===== config.mk =====
export PLATFORM = sky130hd
export DESIGN_NAME = msi_ctrl
export DESIGN_NICKNAME = d
export VERILOG_FILES = /design/src/rtl/msi_pkg.sv /design/src/rtl/msi_line_store.sv /design/src/rtl/msi_snoop.sv /design/src/rtl/msi_miss_fsm.sv /design/src/rtl/msi_ctrl.sv
export SDC_FILE = /design/constraint.sdc
export NUM_CORES = 1
export LEC_CHECK = 0
export BUFFER_PORTS_ARGS = -buffer_cell sky130_fd_sc_hd__buf_2
export CAP_MARGIN = 25
export CORE_UTILIZATION = 30
export CTS_CLUSTER_SIZE = 25
export DETAILED_ROUTE_END_ITERATION = 8
export SYNTH_ARGS = -nofsm -noshare
export SYNTH_HDL_FRONTEND = slang
export SYNTH_SLANG_ARGS = --single-unit

===== constraint.sdc =====
create_clock -name clk -period 17.1 [get_ports clk]
set_clock_uncertainty 0.05 [all_clocks]
set_input_delay 5.13 -clock clk [delete_from_list [all_inputs] [get_ports clk]]
set_output_delay 5.13 -clock clk [all_outputs]
set_load 0.03 [all_outputs]

===== src/rtl/msi_pkg.sv =====
package msi_pkg;

  typedef enum logic [1:0] {
    LS_INV = 2'd0,
    LS_SHR = 2'd1,
    LS_MOD = 2'd2
  } line_st_t;

  typedef enum logic [1:0] {
    BC_NOP = 2'b00,
    BC_RD  = 2'b01,
    BC_RDX = 2'b10,
    BC_WB  = 2'b11
  } bus_cmd_t;

  typedef enum logic [1:0] {
    MS_IDLE  = 2'd0,
    MS_WBACK = 2'd1,
    MS_FILL  = 2'd2
  } miss_st_t;

  // A processor access is served locally only if the state already grants it.
  function automatic logic cpu_hits(line_st_t st, logic we);
    if (we) return st == LS_MOD;
    return st != LS_INV;
  endfunction

  function automatic line_st_t fill_state(logic we);
    return we ? LS_MOD : LS_SHR;
  endfunction

  function automatic bus_cmd_t miss_cmd(logic we);
    return we ? BC_RDX : BC_RD;
  endfunction

  function automatic logic snoop_flushes(line_st_t st, bus_cmd_t c);
    return (st == LS_MOD) && (c == BC_RD || c == BC_RDX);
  endfunction

  function automatic line_st_t snoop_next(line_st_t st, bus_cmd_t c);
    case (c)
      BC_RD:   return (st == LS_MOD) ? LS_SHR : st;
      BC_RDX:  return LS_INV;
      default: return st;
    endcase
  endfunction

endpackage


===== src/rtl/msi_line_store.sv =====
module msi_line_store
  import msi_pkg::*;
#(
  parameter int LINES = 8,
  parameter int TAGW  = 13,
  parameter int DW    = 32,
  parameter int IDXW  = $clog2(LINES)
) (
  input  logic            clk,
  input  logic            rst_n,
  // read port for the processor side
  input  logic [IDXW-1:0] a_idx,
  output line_st_t        a_st,
  output logic [TAGW-1:0] a_tag,
  output logic [DW-1:0]   a_data,
  // read port for the snoop side
  input  logic [IDXW-1:0] b_idx,
  output line_st_t        b_st,
  output logic [TAGW-1:0] b_tag,
  output logic [DW-1:0]   b_data,
  // whole-line fill
  input  logic            fill_en,
  input  logic [IDXW-1:0] fill_idx,
  input  logic [TAGW-1:0] fill_tag,
  input  line_st_t        fill_st,
  input  logic [DW-1:0]   fill_data,
  // state-only update
  input  logic            st_we,
  input  logic [IDXW-1:0] st_idx,
  input  line_st_t        st_val,
  // data-only update
  input  logic            wr_en,
  input  logic [IDXW-1:0] wr_idx,
  input  logic [DW-1:0]   wr_data
);

  line_st_t        st_v  [LINES];
  logic [TAGW-1:0] tag_v [LINES];
  logic [DW-1:0]   dat_v [LINES];

  for (genvar i = 0; i < LINES; i++) begin : g_line
    line_st_t        st_q;
    logic [TAGW-1:0] tag_q;
    logic [DW-1:0]   dat_q;
    logic            sel_fill, sel_st, sel_wr;

    assign sel_fill = fill_en && (fill_idx == IDXW'(i));
    assign sel_st   = st_we   && (st_idx   == IDXW'(i));
    assign sel_wr   = wr_en   && (wr_idx   == IDXW'(i));

    always_ff @(posedge clk or negedge rst_n) begin
      if (!rst_n) begin
        st_q  <= LS_INV;
        tag_q <= '0;
        dat_q <= '0;
      end else if (sel_fill) begin
        st_q  <= fill_st;
        tag_q <= fill_tag;
        dat_q <= fill_data;
      end else begin
        if (sel_st) st_q  <= st_val;
        if (sel_wr) dat_q <= wr_data;
      end
    end

    assign st_v[i]  = st_q;
    assign tag_v[i] = tag_q;
    assign dat_v[i] = dat_q;
  end

  assign a_st   = st_v[a_idx];
  assign a_tag  = tag_v[a_idx];
  assign a_data = dat_v[a_idx];
  assign b_st   = st_v[b_idx];
  assign b_tag  = tag_v[b_idx];
  assign b_data = dat_v[b_idx];

endmodule


===== src/rtl/msi_snoop.sv =====
module msi_snoop
  import msi_pkg::*;
#(
  parameter int AW   = 16,
  parameter int DW   = 32,
  parameter int IDXW = 3,
  parameter int TAGW = AW - IDXW
) (
  input  logic            snp_valid,
  input  logic [1:0]      snp_cmd,
  input  logic [AW-1:0]   snp_addr,
  output logic [IDXW-1:0] look_idx,
  input  line_st_t        line_st,
  input  logic [TAGW-1:0] line_tag,
  input  logic [DW-1:0]   line_data,
  output logic            flush,
  output logic [DW-1:0]   flush_data,
  output logic            upd_en,
  output line_st_t        upd_st,
  output logic            ev_inv
);

  bus_cmd_t cmd;
  logic     match;
  line_st_t nxt;

  assign cmd      = bus_cmd_t'(snp_cmd);
  assign look_idx = snp_addr[IDXW-1:0];
  assign match    = snp_valid && (line_st != LS_INV) &&
                    (line_tag == snp_addr[AW-1:IDXW]);
  assign nxt      = snoop_next(line_st, cmd);

  assign flush      = match && snoop_flushes(line_st, cmd);
  assign flush_data = flush ? line_data : '0;
  assign upd_en     = match && (nxt != line_st);
  assign upd_st     = nxt;
  assign ev_inv     = upd_en && (nxt == LS_INV);

endmodule


===== src/rtl/msi_miss_fsm.sv =====
module msi_miss_fsm
  import msi_pkg::*;
#(
  parameter int AW   = 16,
  parameter int DW   = 32,
  parameter int IDXW = 3,
  parameter int TAGW = AW - IDXW
) (
  input  logic            clk,
  input  logic            rst_n,
  input  logic            cpu_req,
  input  logic            cpu_we,
  input  logic [AW-1:0]   cpu_addr,
  input  logic [DW-1:0]   cpu_wdata,
  input  logic            snp_valid,
  input  line_st_t        line_st,
  input  logic [TAGW-1:0] line_tag,
  input  logic [DW-1:0]   line_data,
  input  logic            bus_gnt,
  input  logic            bus_ack,
  input  logic [DW-1:0]   bus_rdata,
  output logic            bus_req,
  output logic [1:0]      bus_cmd,
  output logic [AW-1:0]   bus_addr,
  output logic [DW-1:0]   bus_wdata,
  output logic            wr_en,
  output logic [DW-1:0]   wr_data,
  output logic            fill_en,
  output logic [TAGW-1:0] fill_tag,
  output line_st_t        fill_st,
  output logic [DW-1:0]   fill_data,
  output logic            inval_en,
  output logic            ev_hit,
  output logic            ev_miss,
  output logic            ev_wb_done,
  output logic            ev_fill_done
);

  miss_st_t        st_q, st_d;
  logic [IDXW-1:0] req_idx;
  logic [TAGW-1:0] req_tag;
  logic            line_hit, victim_dirty, xfer, idle_ok;

  assign req_idx      = cpu_addr[IDXW-1:0];
  assign req_tag      = cpu_addr[AW-1:IDXW];
  assign line_hit     = (line_st != LS_INV) && (line_tag == req_tag) &&
                        cpu_hits(line_st, cpu_we);
  assign victim_dirty = (line_st == LS_MOD) && (line_tag != req_tag);
  assign xfer         = bus_gnt && bus_ack;
  // snoops own the cycle; the processor waits
  assign idle_ok      = (st_q == MS_IDLE) && cpu_req && !snp_valid;

  assign ev_hit       = idle_ok && line_hit;
  assign ev_miss      = idle_ok && !line_hit;
  assign ev_wb_done   = (st_q == MS_WBACK) && victim_dirty && xfer;
  assign ev_fill_done = (st_q == MS_FILL) && xfer;

  always_comb begin
    st_d = st_q;
    case (st_q)
      MS_IDLE:  if (ev_miss) st_d = victim_dirty ? MS_WBACK : MS_FILL;
      // a snoop may have taken the victim away while waiting for the grant
      MS_WBACK: if (!victim_dirty || xfer) st_d = MS_FILL;
      MS_FILL:  if (xfer) st_d = MS_IDLE;
      default:  st_d = MS_IDLE;
    endcase
  end

  always_ff @(posedge clk or negedge rst_n) begin
    if (!rst_n) st_q <= MS_IDLE;
    else        st_q <= st_d;
  end

  always_comb begin
    bus_req   = (st_q == MS_FILL) || ((st_q == MS_WBACK) && victim_dirty);
    bus_cmd   = BC_NOP;
    bus_addr  = '0;
    bus_wdata = '0;
    if (bus_req) begin
      if (st_q == MS_WBACK) begin
        bus_addr  = {line_tag, req_idx};
        bus_wdata = line_data;
      end else begin
        bus_addr  = cpu_addr;
      end
      if (bus_gnt) bus_cmd = (st_q == MS_WBACK) ? BC_WB : miss_cmd(cpu_we);
    end
  end

  assign wr_en     = ev_hit && cpu_we;
  assign wr_data   = cpu_wdata;
  assign fill_en   = ev_fill_done;
  assign fill_tag  = req_tag;
  assign fill_st   = fill_state(cpu_we);
  assign fill_data = bus_rdata;
  assign inval_en  = ev_wb_done;

endmodule


===== src/rtl/msi_ctrl.sv =====
module msi_ctrl
  import msi_pkg::*;
#(
  parameter int ADDR_W = 16,
  parameter int DATA_W = 32,
  parameter int LINES  = 8
) (
  input  logic              clk,
  input  logic              rst_n,
  input  logic              cpu_req,
  input  logic              cpu_we,
  input  logic [ADDR_W-1:0] cpu_addr,
  input  logic [DATA_W-1:0] cpu_wdata,
  output logic [DATA_W-1:0] cpu_rdata,
  output logic              cpu_done,
  output logic              cpu_stall,
  output logic              bus_req,
  input  logic              bus_gnt,
  output logic [1:0]        bus_cmd,
  output logic [ADDR_W-1:0] bus_addr,
  output logic [DATA_W-1:0] bus_wdata,
  input  logic [DATA_W-1:0] bus_rdata,
  input  logic              bus_ack,
  input  logic              snp_valid,
  input  logic [1:0]        snp_cmd,
  input  logic [ADDR_W-1:0] snp_addr,
  output logic              snp_flush,
  output logic [DATA_W-1:0] snp_data
);

  localparam int IDXW = $clog2(LINES);
  localparam int TAGW = ADDR_W - IDXW;

  line_st_t        a_st, b_st, fill_st, snp_st, st_val;
  logic [TAGW-1:0] a_tag, b_tag, fill_tag;
  logic [DATA_W-1:0] a_data, b_data, fill_data, wr_data;
  logic [IDXW-1:0] req_idx, snp_idx, st_idx;
  logic            fill_en, wr_en, inval_en, snp_upd, st_we;

  // named internal events for the checker
  logic ev_hit, ev_miss, ev_wb_done, ev_fill_done, ev_snp_inv;

  assign req_idx = cpu_addr[IDXW-1:0];

  msi_line_store #(
    .LINES(LINES), .TAGW(TAGW), .DW(DATA_W), .IDXW(IDXW)
  ) u_store (
    .clk      (clk),
    .rst_n    (rst_n),
    .a_idx    (req_idx),
    .a_st     (a_st),
    .a_tag    (a_tag),
    .a_data   (a_data),
    .b_idx    (snp_idx),
    .b_st     (b_st),
    .b_tag    (b_tag),
    .b_data   (b_data),
    .fill_en  (fill_en),
    .fill_idx (req_idx),
    .fill_tag (fill_tag),
    .fill_st  (fill_st),
    .fill_data(fill_data),
    .st_we    (st_we),
    .st_idx   (st_idx),
    .st_val   (st_val),
    .wr_en    (wr_en),
    .wr_idx   (req_idx),
    .wr_data  (wr_data)
  );

  msi_snoop #(
    .AW(ADDR_W), .DW(DATA_W), .IDXW(IDXW), .TAGW(TAGW)
  ) u_snoop (
    .snp_valid (snp_valid),
    .snp_cmd   (snp_cmd),
    .snp_addr  (snp_addr),
    .look_idx  (snp_idx),
    .line_st   (b_st),
    .line_tag  (b_tag),
    .line_data (b_data),
    .flush     (snp_flush),
    .flush_data(snp_data),
    .upd_en    (snp_upd),
    .upd_st    (snp_st),
    .ev_inv    (ev_snp_inv)
  );

  msi_miss_fsm #(
    .AW(ADDR_W), .DW(DATA_W), .IDXW(IDXW), .TAGW(TAGW)
  ) u_fsm (
    .clk         (clk),
    .rst_n       (rst_n),
    .cpu_req     (cpu_req),
    .cpu_we      (cpu_we),
    .cpu_addr    (cpu_addr),
    .cpu_wdata   (cpu_wdata),
    .snp_valid   (snp_valid),
    .line_st     (a_st),
    .line_tag    (a_tag),
    .line_data   (a_data),
    .bus_gnt     (bus_gnt),
    .bus_ack     (bus_ack),
    .bus_rdata   (bus_rdata),
    .bus_req     (bus_req),
    .bus_cmd     (bus_cmd),
    .bus_addr    (bus_addr),
    .bus_wdata   (bus_wdata),
    .wr_en       (wr_en),
    .wr_data     (wr_data),
    .fill_en     (fill_en),
    .fill_tag    (fill_tag),
    .fill_st     (fill_st),
    .fill_data   (fill_data),
    .inval_en    (inval_en),
    .ev_hit      (ev_hit),
    .ev_miss     (ev_miss),
    .ev_wb_done  (ev_wb_done),
    .ev_fill_done(ev_fill_done)
  );

  // snoop updates win the state write port
  assign st_we  = snp_upd || inval_en;
  assign st_idx = snp_upd ? snp_idx : req_idx;
  assign st_val = snp_upd ? snp_st  : LS_INV;

  assign cpu_rdata = a_data;
  assign cpu_done  = ev_hit;
  assign cpu_stall = cpu_req && !ev_hit;

endmodule


; Word level (Yosys, flattened, before mapping)
; Index checks and enable logic that the tools add are counted.
[totals]
rom_bits = 0
mem_bits_rw = 0
word_cells = 199
register_bits = 378
in_bits = 105
out_inout_bits = 118
latch_bits = 0
memories = 0
[op_classes]
eq_ne = 27
muxes = 71
div_mod_pow = 0
n_lt_le_gt_ge = 2
bitwise_logic = 2
n_addsub = 0
n_shift = 0
mul = 0
reduce_logical = 72
[op_table]
columns = op, n
row1 = $mux 32, 23
row2 = $bmux 32 s3, 2
row3 = $bmux 13 s3, 2
row4 = $mux 2, 30
row5 = $mux 13, 4
row6 = $logic_and 1x1->1, 42
row7 = $reduce_bool 2->1, 18
row8 = $mux 16, 2
row9 = $eq 13x13->1, 2
row10 = $eq 3x3->1 const B, 8
row11 = $ne 13x13->1, 1
row12 = $bmux 2 s3, 2
row13 = $eq 3x2->1 const B, 4
row14 = $eq 2x2->1 const B, 4
row15 = $ge 4x4->1 const B, 2
row16 = $not 3->4, 2
row17 = $eq 3x1->1 const B, 2
row18 = $logic_not 3->1, 2
row19 = $pmux 2 s3, 1
row20 = $eq 2x1->1 const B, 2
row21 = $logic_not 1->1, 4
row22 = $logic_or 1x1->1, 4
row23 = $ne 2x2->1 const B, 2
row24 = $pmux 2 s2, 1
row25 = 6 further kinds, 8

; Longest topological paths before layout
; Gate-level depths: netlist (run 1).
[logic_depth]
depth_word = 14
depth_mapped = 14
mapped_depth_nobuf = 9

; Cells and area by module
; From an unflattened synthesis (run 1), not the netlist that was laid out.
[hier_totals]
cells_unflattened = 2089
hier_area_um2 = 24318.3
[modules_own_cells]
columns = module, instances, cells_per_inst, area_per_inst_um2, seq_area_each_um2
row1 = msi_line_store, 1, 1826, 22307.6, 9409.0
row2 = msi_miss_fsm, 1, 186, 1441.4, 50.0
row3 = msi_snoop, 1, 70, 510.5, 0.0
row4 = msi_ctrl, 1, 7, 58.8, 0.0

; Least setup slack after synthesis (run 1)
; Ideal clock, no wire load.
[synth_timing]
path_kind = input-to-output
from = input port cpu_addr[1]
to = output port bus_addr[3]
cell_stages = 12
t_arrival_ps = 7806
setup_slack_ps = 4114
required_ps = 11920
n_path_buf = 5
path_cell_list = buf_6 buf_4 buf_2 mux4_2 mux2i_1 xnor2_1 nor2_1 and4_4 a211o_1 buf_2 clkbuf_1 o31ai_1
[synth_via]
elab_chain_cells = 9
word_cells_on_any_way = 14
classes_between = eq/ne (2) / mux (8) / bitwise (1) / reduce/logical (3)
[synth_lines]
columns = element, line_no
row1 = "start, declared", msi_ctrl.sv:12  ; input logic [ADDR_W-1:0] cpu_addr,
row2 = $not 3->4 (not written as such) *, "msi_line_store.sv:71, msi_line_store.sv:72"
row3 = $bmux 13 s3 / $bmux 2 s3 (equally long branches), "msi_line_store.sv:72, msi_line_store.sv:71"
row4 = $mux 13 (not written as such) / $mux 2 (equally long branches) (2 in series), "msi_line_store.sv:72, msi_line_store.sv:71"
row5 = $ne 13x13->1 / $eq 2x2->1 (equally long branches), msi_miss_fsm.sv:48  ; assign victim_dirty = (line_st == LS_MOD) && (line_tag != req_tag);
row6 = $logic_and 1x1->1, msi_miss_fsm.sv:48
row7 = $logic_and 1x1->1, msi_miss_fsm.sv:75  ; bus_req = (st_q == MS_FILL) || ((st_q == MS_WBACK) && victim_dirty);
row8 = $logic_or 1x1->1, msi_miss_fsm.sv:75
row9 = $mux 16 *, msi_miss_fsm.sv:79  ; if (bus_req) begin
row10 = "end, declared", msi_ctrl.sv:20  ; output logic [ADDR_W-1:0] bus_addr,
; Every way passes the cells marked *; elsewhere a longest branch is shown, timed or not. The select of a mux whose other input is x is not followed.

; Worst setup path in the final report (run 1)
[layout_timing]
from = input port snp_addr[1]
to = output port snp_data[19]
[layout_via]
elab_chain_cells = 9
word_cells_on_any_way = 18
classes_between = eq/ne (2) / mux (10) / bitwise (1) / reduce/logical (5)
[layout_lines]
columns = element, line_no
row1 = "start, declared", msi_ctrl.sv:26  ; input logic [ADDR_W-1:0] snp_addr,
row2 = $not 3->4 (not written as such) *, "msi_line_store.sv:74, msi_line_store.sv:75, msi_line_store.sv:76"
row3 = "parallel branches: the longest is 7 deep, another holds $bmux 13 s3", --
row4 = $mux 32 *, msi_snoop.sv:34  ; assign flush_data = flush ? line_data : '0;
row5 = "end, declared", msi_ctrl.sv:28  ; output logic [DATA_W-1:0] snp_data
; Every way passes the cells marked *. The select of a mux whose other input is x is not followed.

==> results of run 1 <==
## per-stage QoR
stage	total power, mW	hold slack (ps)	std cells	setup WS, ps
2_1_floorplan	2.48	412	1941	4110
3_3_place_gp	2.81	426	2988	2490
3_5_place_dp	2.88	441	2989	2830
4_1_cts	3.85	455	3067	2820
5_1_grt	4.05	483	3076	2710
6_report	3.84	457	3078	2880
## registers in the layout (all words and copies together), names as in the netlist
signal / flops
u_store.g_line.st_q: 16
u_fsm.st_q: 2
u_store.g_line.dat_q: 256
u_store.g_line.tag_q: 104
## worst min-delay path: stages (launching register included)
cell     delay (ps)
dfrtp_1         360
nand2_1          50
o21ai_0          60
## report_power, final
group	switching, mW	internal [mW]	total (mW)
logic	0.629	0.667	1.30
registers	0.302	1.28	1.59
clock network	0.391	0.565	0.956
total	1.32	2.52	3.84
## cell families (layout without fill, tap and decap cells)
logic type | Yosys count | count (layout) | synth area share (%)
compound gates | 381 | 381 | 10.6
xor+xnor | 19 | 19 | 0.742
fa+ha+maj | 1 | 1 | 0.0558
buf+inv | 182 | 352 | 3.75
flops | 378 | 378 | 42.2
mux | 537 | 537 | 34.5
other cells | 0 | 8 | 0
simple gates | 443 | 443 | 8.19
## routing by layer
metal  vias up  global-route usage (%)  part of all wire (%)  routed length, µm
li1       7463                       -                     -                  -
met1      8859                    27.0                    43              32800
met2       712                    32.0                    47              35500
met3       169                    3.62                   6.5               4930
met4         8                    8.61                   4.0               3020
met5         -                       0                 0.068                 52
## layout by cell type, fill, tap and decap left out, types with 32 or more instances in the layout
| cell | Yosys | layout |
|---|---|---|
| buf_2 | 41 | 216 |
| a2bb2oi_1 | 32 | 32 |
| a21oi_1 | 196 | 196 |
| clkbuf_16 | 0 | 45 |
| o22ai_1 | 41 | 41 |
| dfrtp_1 | 378 | 378 |
| mux4_2 | 160 | 160 |
| mux2i_1 | 182 | 182 |
| mux2_2 | 160 | 160 |
| nand2_1 | 176 | 175 |
| nor2_1 | 214 | 212 |
| o21ai_0 | 46 | 46 |
| buf_4 | 8 | 36 |
## worst paths after layout
check                                            start  cells after the start  slack, ps                     endpoint
max                                        snp_addr[1]                     11       2880                 snp_data[19]
min                        u_store.g_line[4].dat_q[13]                      2        460  u_store.g_line[4].dat_q[13]
max reg2reg                 u_store.g_line[3].tag_q[2]                     11      12620   u_store.g_line[0].dat_q[0]
min reg2reg                u_store.g_line[4].dat_q[13]                      2        460  u_store.g_line[4].dat_q[13]
max in group asynchronous                        rst_n                      3      10310  u_store.g_line[0].dat_q[10]
min in group asynchronous                        rst_n                      1       4570   u_store.g_line[3].tag_q[8]
## area by class of cell
class / count / share of cell area, %
antenna: 8 / 0.0775
clock buffer: 69 / 5.17
clock inverter: 9 / 0.407
inverter: 16 / 0.232
multi-input combinational: 1381 / 47.2
sequential: 378 / 36.6
tap: 959 / 4.64
timing repair buffer: 258 / 5.70
## synthesized netlist by cell type, types with 5 or more instances
cell	count	area [µm²]
dfrtp_1	378	9460
nor2_1	214	803
a21oi_1	196	981
mux2i_1	182	1820
nand2_1	176	661
mux2_2	160	1800
mux4_2	160	3600
clkbuf_1	78	293
o21ai_0	46	230
buf_2	41	205
o22ai_1	41	257
a2bb2oi_1	32	280
mux2_4	30	450
buf_1	29	109
inv_1	15	56.3
buf_6	10	113
xnor2_1	10	87.6
o31ai_1	9	67.6
xor2_1	9	78.8
buf_4	8	60.1
nand2b_1	8	50.1
nor2b_1	8	50.1
nand3_1	7	35.0
nor3_1	7	35.0
a22oi_1	6	45.0
and2_1	6	37.5
a21o_1	5	37.5
a21oi_4	5	81.3
a221oi_1	5	43.8
a22o_1	5	43.8
mux2_1	5	56.3
o2bb2ai_1	5	43.8
==> results.yml, run 1 <==
logic_synthesis:
  synth_async_sr_flop_share_pct: 100
  postSynthCellCount: 1941
  yosysSeqAreaShare_pct: 42.2
  ys.flop_type: "dfrtp_1"
  ys_seq_elements: 378
  synth-edff-count: 0
  synth_nets: 2047
  synth_area_mm2: 0.0224
  ys_warn_count: 0
  ys_types: 62
  syn_avg_cell_area_um2: 11.5
grt:
  grt_pass1_wl_mm: 114
  grtUsageTotal_pct: 20.2
  antenna_found_initial: 13
  grt_pass1_vias: 17700
  grt_max_degree: 122
  grt_overflow: 0
timing:
  final-hold-violation-count: 0
  fmax_mhz: 70.3
  rsz0062_at_grt: "no"
  worst_slew_pin_slew_ps: 1070
  finalMaxSlewViolations: 0
  fin_crit_sh_pct: 83.2
  finalSetupViolCount: 0
  max-slew-margin-rel_pct: 28.6
  finalSetupTns_ps: 0
  finalCriticalPeriod_ps: 14220
clocking:
  htreeDepth: 2
  clk_path_buf_depth: 3
  path_clk_slew_ps: 60
  cts_inserted_buffers: 44
  clockRootBuffer: "clkbuf_16"
  cts_sinks: 378
  cts_tree: "yes"
  clk_latency_ps: 590
  post_cts_resized: 0
  cts_hold_buf: 0
  cts_setup_buffers: 0
worst_setup_path:
  startpoint_type: "input port"
  worst_path_max_delay_cell: "buf_4"
  max_stage_delay_ps: 750
  path_delay_family: "buffers and inverters"
  worstSetupEndpointType: "primary output"
  path_cells: "buf_4 > buf_4 > nand2_1 > o22ai_1 > a221oi_1 > xor2_1 > nor3_2 > nand3b_1 > buf_4 > nor2_1 > buf_2"
  cp.arrival_ps: 9040
  worstPathMaxFanout: 48
  critical_path_class: "input port to primary output"
  crit_top_cell: "buf_4"
  crit_required_ps: 11920
  path_buf_inv: 4
floorplan:
  start_util_pct: 30.5
  placeableCoreArea_mm2: 0.0735
  die_area_mm2: 0.0758
  fp-row-count: 99
  die_w_um: 275
  fp.dieH_um: 275
  pin_count: 223
routing:
  final_antenna_net_count: 0
  wl_per_cell_um: 24.8
  drt_iter0_markers: 1480
  wl_mm: 76.3
  routed_via_density: 5.59
  drt-pass1-iter-count: 7
  vias: 17200
  drc: 0
finish:
  post-route-util_pct: 35.2
  final-seq-area_mm2: 0.00946
  synthToLayoutAreaGrowth_pct: 15.3
  drive_gt1_share_pct: 33.4
  stdcell_area_mm2: 0.0258
  final_nets: 2185
  multi_input_area_mm2: 0.0122
  fillCellCount: 7238
min_path:
  hold_class: "flop to flop"
power_and_ir_drop:
  power_per_cell_area_mw_per_mm2: 149
  ir_drop_mv: 0.0740
  p_leak_nw: 12.1
run:
  maxCapViolCount: 0
placed_design:
  port_buffers: 222
  gp_congestion: 0.844
  placed_area_mm2: 0.0243
  dp_hpwl_mm: 47.7
outcome:
  status: "finished, final reports clean"
No activity file was read; power rests on OpenSTA's default activity.
==> inputs of run 2 (changes only) <==
==> constraint.sdc (replaced) <==
create_clock -name clk -period 13.82 [get_ports clk]
set_clock_uncertainty 0.05 [all_clocks]
set_input_delay 4.146 -clock clk [delete_from_list [all_inputs] [get_ports clk]]
set_output_delay 4.146 -clock clk [all_outputs]
set_load 0.03 [all_outputs]
==> run 2 against run 1 <==
Compared with the run above: count of clock-buffer cells in the layout is 6 lower; sequential power is 24% higher; register-to-register slack worse by 3100 ps; critical path depth stayed put; die area stayed put; power is 25% higher; core utilization is 0.13 points higher; first-iteration DRC count is 0.20% lower; flip-flop and latch count stayed put; largest cell class unchanged; largest power group unchanged.
==> results.yml, run 2 (synthesis gave the netlist of run 1 again) <==
worst_setup_path:
  max_stage_delay_ps: 890
  worst_path_max_delay_cell: "buf_4"
  path_delay_family: "buffers and inverters"
  cp.arrival_ps: 8220
  worstPathMaxFanout: 56
  crit_top_cell: "buf_4"
  worst_r2r_path_depth: 11
  startpoint_type: "input port"
  crit_cells: 11
  path_cells: "buf_4 > buf_4 > mux4_2 > nand2b_1 > o21ai_2 > nor2b_1 > inv_1 > a211o_2 > buf_4 > o31ai_1 > buf_2"
  worstSetupEndpointType: "primary output"
  critical_path_class: "input port to primary output"
  path_buf_inv: 5
  crit_required_ps: 9620
placed_design:
  placed_area_mm2: 0.0243
  dp.cells: 2992
  port_buffers: 222
  gp_congestion: 0.842
  dp_hpwl_mm: 47.4
clocking:
  clk_latency_ps: 600
  cts_setup_buffers: 0
  cts_hold_buf: 0
  cts_sinks: 378
  path_clk_slew_ps: 50
  clockRootBuffer: "clkbuf_16"
  htreeDepth: 2
  cts_tree: "yes"
  post_cts_resized: 0
  clk_path_buf_depth: 3
  cts_inserted_buffers: 46
timing:
  fin_crit_sh_pct: 89.8
  finalMaxSlewViolations: 0
  fmax_mhz: 80.5
  holdWs_ps: 456
  finalSetupTns_ps: 0
  final-hold-violation-count: 0
  rsz0062_at_grt: "no"
  finalSetupViolCount: 0
  finalCriticalPeriod_ps: 12420
  worst_slew_pin_slew_ps: 1040
  max-slew-margin-rel_pct: 30.8
floorplan:
  fp.dieH_um: 275
  placeableCoreArea_mm2: 0.0735
  die_area_mm2: 0.0758
  start_util_pct: 30.5
  pin_count: 223
  die_w_um: 275
  fp-row-count: 99
finish:
  final_cells: 3083
  final_nets: 2190
  stdcell_area_mm2: 0.0259
  final_common_cell: "dfrtp_1"
  largest_register_ff_count: 256
  fillCellCount: 7231
  largest_register: "u_store.g_line.dat_q"
  synthToLayoutAreaGrowth_pct: 15.7
  largestRegisters: "u_store.g_line.dat_q: 256 flops, u_store.g_line.tag_q: 104 flops, u_store.g_line.st_q: 16 flops"
  final_cell_mix: "dfrtp_1 (378), buf_2 (216), nor2_1 (212)"
  drive_gt1_share_pct: 33.8
routing:
  drc: 0
  wl_per_cell_um: 24.7
  drt_iter0_markers: 1477
  route.layer.met1.wl_mm: 32.1
  wl_met3_mm: 5.08
  drt-pass1-iter-count: 5
  wl_met2_mm: 35.9
  maxUsedRoutingLayer: "met5"
  wl_mm: 76.1
  final_antenna_net_count: 0
  routed_via_density: 5.56
  vias: 17100
grt:
  grt_pass1_vias: 17800
  grt_overflow: 0
  grtUsageTotal_pct: 19.9
  antenna_found_initial: 12
  grt_max_degree: 104
  grt_pass1_wl_mm: 113
power_and_ir_drop:
  power_per_cell_area_mw_per_mm2: 185
  p_leak_nw: 12.1
  fin_total_pwr_mw: 4.79
  ir_drop_mv: 0.0895
outcome:
  status: "finished, final reports clean"
run:
  maxCapViolCount: 0
min_path:
  whs_path_depth: 2
  hold_class: "flop to flop"
[run 2: cell types whose count changed in the layout (fill, tap and decap cells not counted), sizes merged]
| cell | before | now |
|---|---|---|
| clkinvlp | 1 | 2 |
| clkbuf | 69 | 63 |
| clkinv | 4 | 11 |
| inv | 18 | 19 |
| diode | 8 | 6 |
| buf | 258 | 261 |
| bufinv | 2 | 3 |
[run 2: layout make-up]
cell class | instances | area (µm²) | area share, %
diodes | 6 | 15.0 | 0.0579
clock buffers | 63 | 1310 | 5.03
clock inverters | 19 | 205 | 0.791
inverters | 16 | 60.1 | 0.232
multi-input cells | 1381 | 12200 | 47.0
flip-flops and latches | 378 | 9460 | 36.5
well taps | 959 | 1200 | 4.63
repair buffers | 261 | 1500 | 5.80
[run 2: path summary, 6_finish.rpt]
| path | startpoint | to | slack [ps] |
|---|---|---|---|
| setup / recovery | cpu_addr[1] | bus_addr[3] | 1400 |
| hold / removal | u_store.g_line[4].dat_q[3] | u_store.g_line[4].dat_q[3] | 460 |
| setup reg to reg | u_store.g_line[2].tag_q[8] | u_store.g_line[0].dat_q[9] | 9500 |
| hold reg to reg | u_store.g_line[4].dat_q[3] | u_store.g_line[4].dat_q[3] | 460 |
| max in group asynchronous | rst_n | u_store.g_line[2].dat_q[16] | 7830 |
| min in group asynchronous | rst_n | u_store.g_line[4].tag_q[11] | 3560 |
[run 2: routing by layer]
metal	track usage (%)	up-vias
met5	0	-
met4	8.33	12
met2	32.0	683
li1	-	7472
met3	4.28	198
met1	26.1	8774
[run 2: power by group]
group          total (mW)  switching [mW]  internal (mW)
Combinational        1.59           0.768          0.826
Clock                1.22           0.506          0.718
Sequential           1.97           0.382           1.59
[run 2: through the flow]
stage | util [%] | setup WS (ps)
after floorplan | - | 2800
after global placement | 33.1 | 1450
after detailed placement | 33.1 | 1470
after CTS | 35.2 | 1470
after global routing | 35.3 | 1240
final | 35.3 | 1400
[run 2: worst min-delay path: stages (launching register included)]
cell	delay (ps)
dfrtp_1	360
nand2_1	50
o21ai_0	60
==> inputs of run 3 (changes only) <==
==> constraint.sdc (replaced) <==
create_clock -name clk -period 13.6 [get_ports clk]
set_clock_uncertainty 0.05 [all_clocks]
set_input_delay 4.08 -clock clk [delete_from_list [all_inputs] [get_ports clk]]
set_output_delay 4.08 -clock clk [all_outputs]
set_load 0.03 [all_outputs]
==> run 3 against run 2 <==
Compared with the run above: register-to-register slack got worse by 200 ps; via count grew 0.64%; core utilization is essentially flat; clock power up 7%; die area is the same; combinational power is essentially flat; cell count increased by 0.13%; critical path depth is 1 lower.
==> results.yml, run 3 (synthesis gave the netlist of run 1 again) <==
power_and_ir_drop:
  ir_drop_mv: 0.0888
  power_per_cell_area_mw_per_mm2: 189
  fin_total_pwr_mw: 4.91
  p_leak_nw: 12.1
finish:
  final_cell_mix: "dfrtp_1 (378), buf_2 (216), nor2_1 (212)"
  largest_register: "u_store.g_line.dat_q"
  largestRegisters: "u_store.g_line.dat_q: 256 flops, u_store.g_line.tag_q: 104 flops, u_store.g_line.st_q: 16 flops"
  stdcell_area_mm2: 0.0260
  final_nets: 2190
  post-route-util_pct: 35.3
  final_common_cell: "dfrtp_1"
  fillCellCount: 7319
  synthToLayoutAreaGrowth_pct: 15.8
  largest_register_ff_count: 256
  final_cells: 3087
  drive_gt1_share_pct: 33.8
floorplan:
  placeableCoreArea_mm2: 0.0735
  fp-row-count: 99
  die_area_mm2: 0.0758
  die_w_um: 275
  start_util_pct: 30.5
  pin_count: 223
  fp.dieH_um: 275
placed_design:
  placed_area_mm2: 0.0243
  port_buffers: 222
  dp.cells: 2992
  dp_hpwl_mm: 47.6
  gp_congestion: 0.842
clocking:
  post_cts_resized: 0
  clockRootBuffer: "clkbuf_16"
  cts_setup_buffers: 0
  clk_path_buf_depth: 3
  path_clk_slew_ps: 60
  clk_latency_ps: 600
  cts_hold_buf: 0
  cts_inserted_buffers: 47
  cts_tree: "yes"
  cts_sinks: 378
  htreeDepth: 2
timing:
  fmax_mhz: 83.5
  finalMaxSlewViolations: 0
  final-hold-violation-count: 0
  worst_slew_pin_slew_ps: 1040
  finalSetupTns_ps: 0
  fin_crit_sh_pct: 88.0
  finalCriticalPeriod_ps: 11970
  finalSetupViolCount: 0
  max-slew-margin-rel_pct: 30.6
  rsz0062_at_grt: "no"
worst_setup_path:
  worstSetupEndpointType: "primary output"
  startpoint_type: "input port"
  worst_r2r_path_depth: 11
  worstReg2RegEnd: "u_store.g_line[0].dat_q[0]"
  crit_start: "cpu_addr[2]"
  critical_path_class: "input port to primary output"
  reg2reg_from: "u_store.g_line[6].tag_q[1]"
  cp.arrival_ps: 7840
  reg2reg_slack_ps: 9300
  worstPathMaxFanout: 44
  setup.worst_path.end: "bus_wdata[2]"
  crit_required_ps: 9470
routing:
  wl_mm: 76.3
  vias: 17200
  routed_via_density: 5.59
  final_antenna_net_count: 0
  wl_per_cell_um: 24.7
  drt_iter0_markers: 1296
  drt-pass1-iter-count: 5
  drc: 0
grt:
  antenna_found_initial: 10
  grtUsageTotal_pct: 20.1
  grt_max_degree: 109
  grt_pass1_wl_mm: 115
  grt_overflow: 0
  grt_pass1_vias: 18100
run:
  maxCapViolCount: 0
min_path:
  hold_class: "flop to flop"
outcome:
  status: "finished, final reports clean"
==> run 3: layout make-up <==
cell class                 count  area, µm²  area share, %
timing repair buffer         260       1460           5.63
clock inverter                25        303           1.17
tap                          959       1200           4.62
multi-input combinational   1381      12200           46.9
inverter                      16       60.1          0.231
sequential                   378       9460           36.4
clock buffer                  62       1280           4.94
antenna                        6       15.0         0.0578
==> run 3: worst min path at each step <==
| stage | startpoint | to | cells after the start |
|---|---|---|---|
| after floorplan | u_store.g_line[4].dat_q[0] | u_store.g_line[4].dat_q[0] | 2 |
| after global placement | u_store.g_line[4].dat_q[7] | u_store.g_line[4].dat_q[7] | 2 |
| after detailed placement | u_store.g_line[4].dat_q[22] | u_store.g_line[4].dat_q[22] | 2 |
| after CTS | u_store.g_line[4].dat_q[31] | u_store.g_line[4].dat_q[31] | 2 |
| after global routing | u_store.g_line[4].dat_q[28] | u_store.g_line[4].dat_q[28] | 2 |
| final | u_store.g_line[4].dat_q[22] | u_store.g_line[4].dat_q[22] | 2 |
==> run 3: metal layers <==
layer	vias up	wire length (µm)	GRT usage [%]
met5	-	69	0
met3	163	4750	3.92
li1	7487	-	-
met4	12	2540	7.62
met2	695	36100	32.7
met1	8891	32800	26.5
==> run 3: critical path, stage by stage <==
cell and delay (ps):
buf_4 510, nor2_1 370, a22o_1 300, a211oi_2 300, xor2_1 160, a2111oi_4 520, a211o_2 870, buf_4 430
a21oi_1 80, buf_2 190
==> run 3: per-stage QoR <==
step	hold slack (ps)	worst slack, ps
6_report	451	1630
5_1_grt	484	1460
4_1_cts	455	1630
3_5_place_dp	441	1640
3_3_place_gp	426	1750
2_1_floorplan	412	2710
==> run 3: report_power, final <==
group | internal [mW] | total, mW | switching (mW)
sequential | 1.61 | 2.00 | 0.388
clock | 0.765 | 1.30 | 0.533
combinational | 0.838 | 1.61 | 0.775
total | 3.22 | 4.91 | 1.70
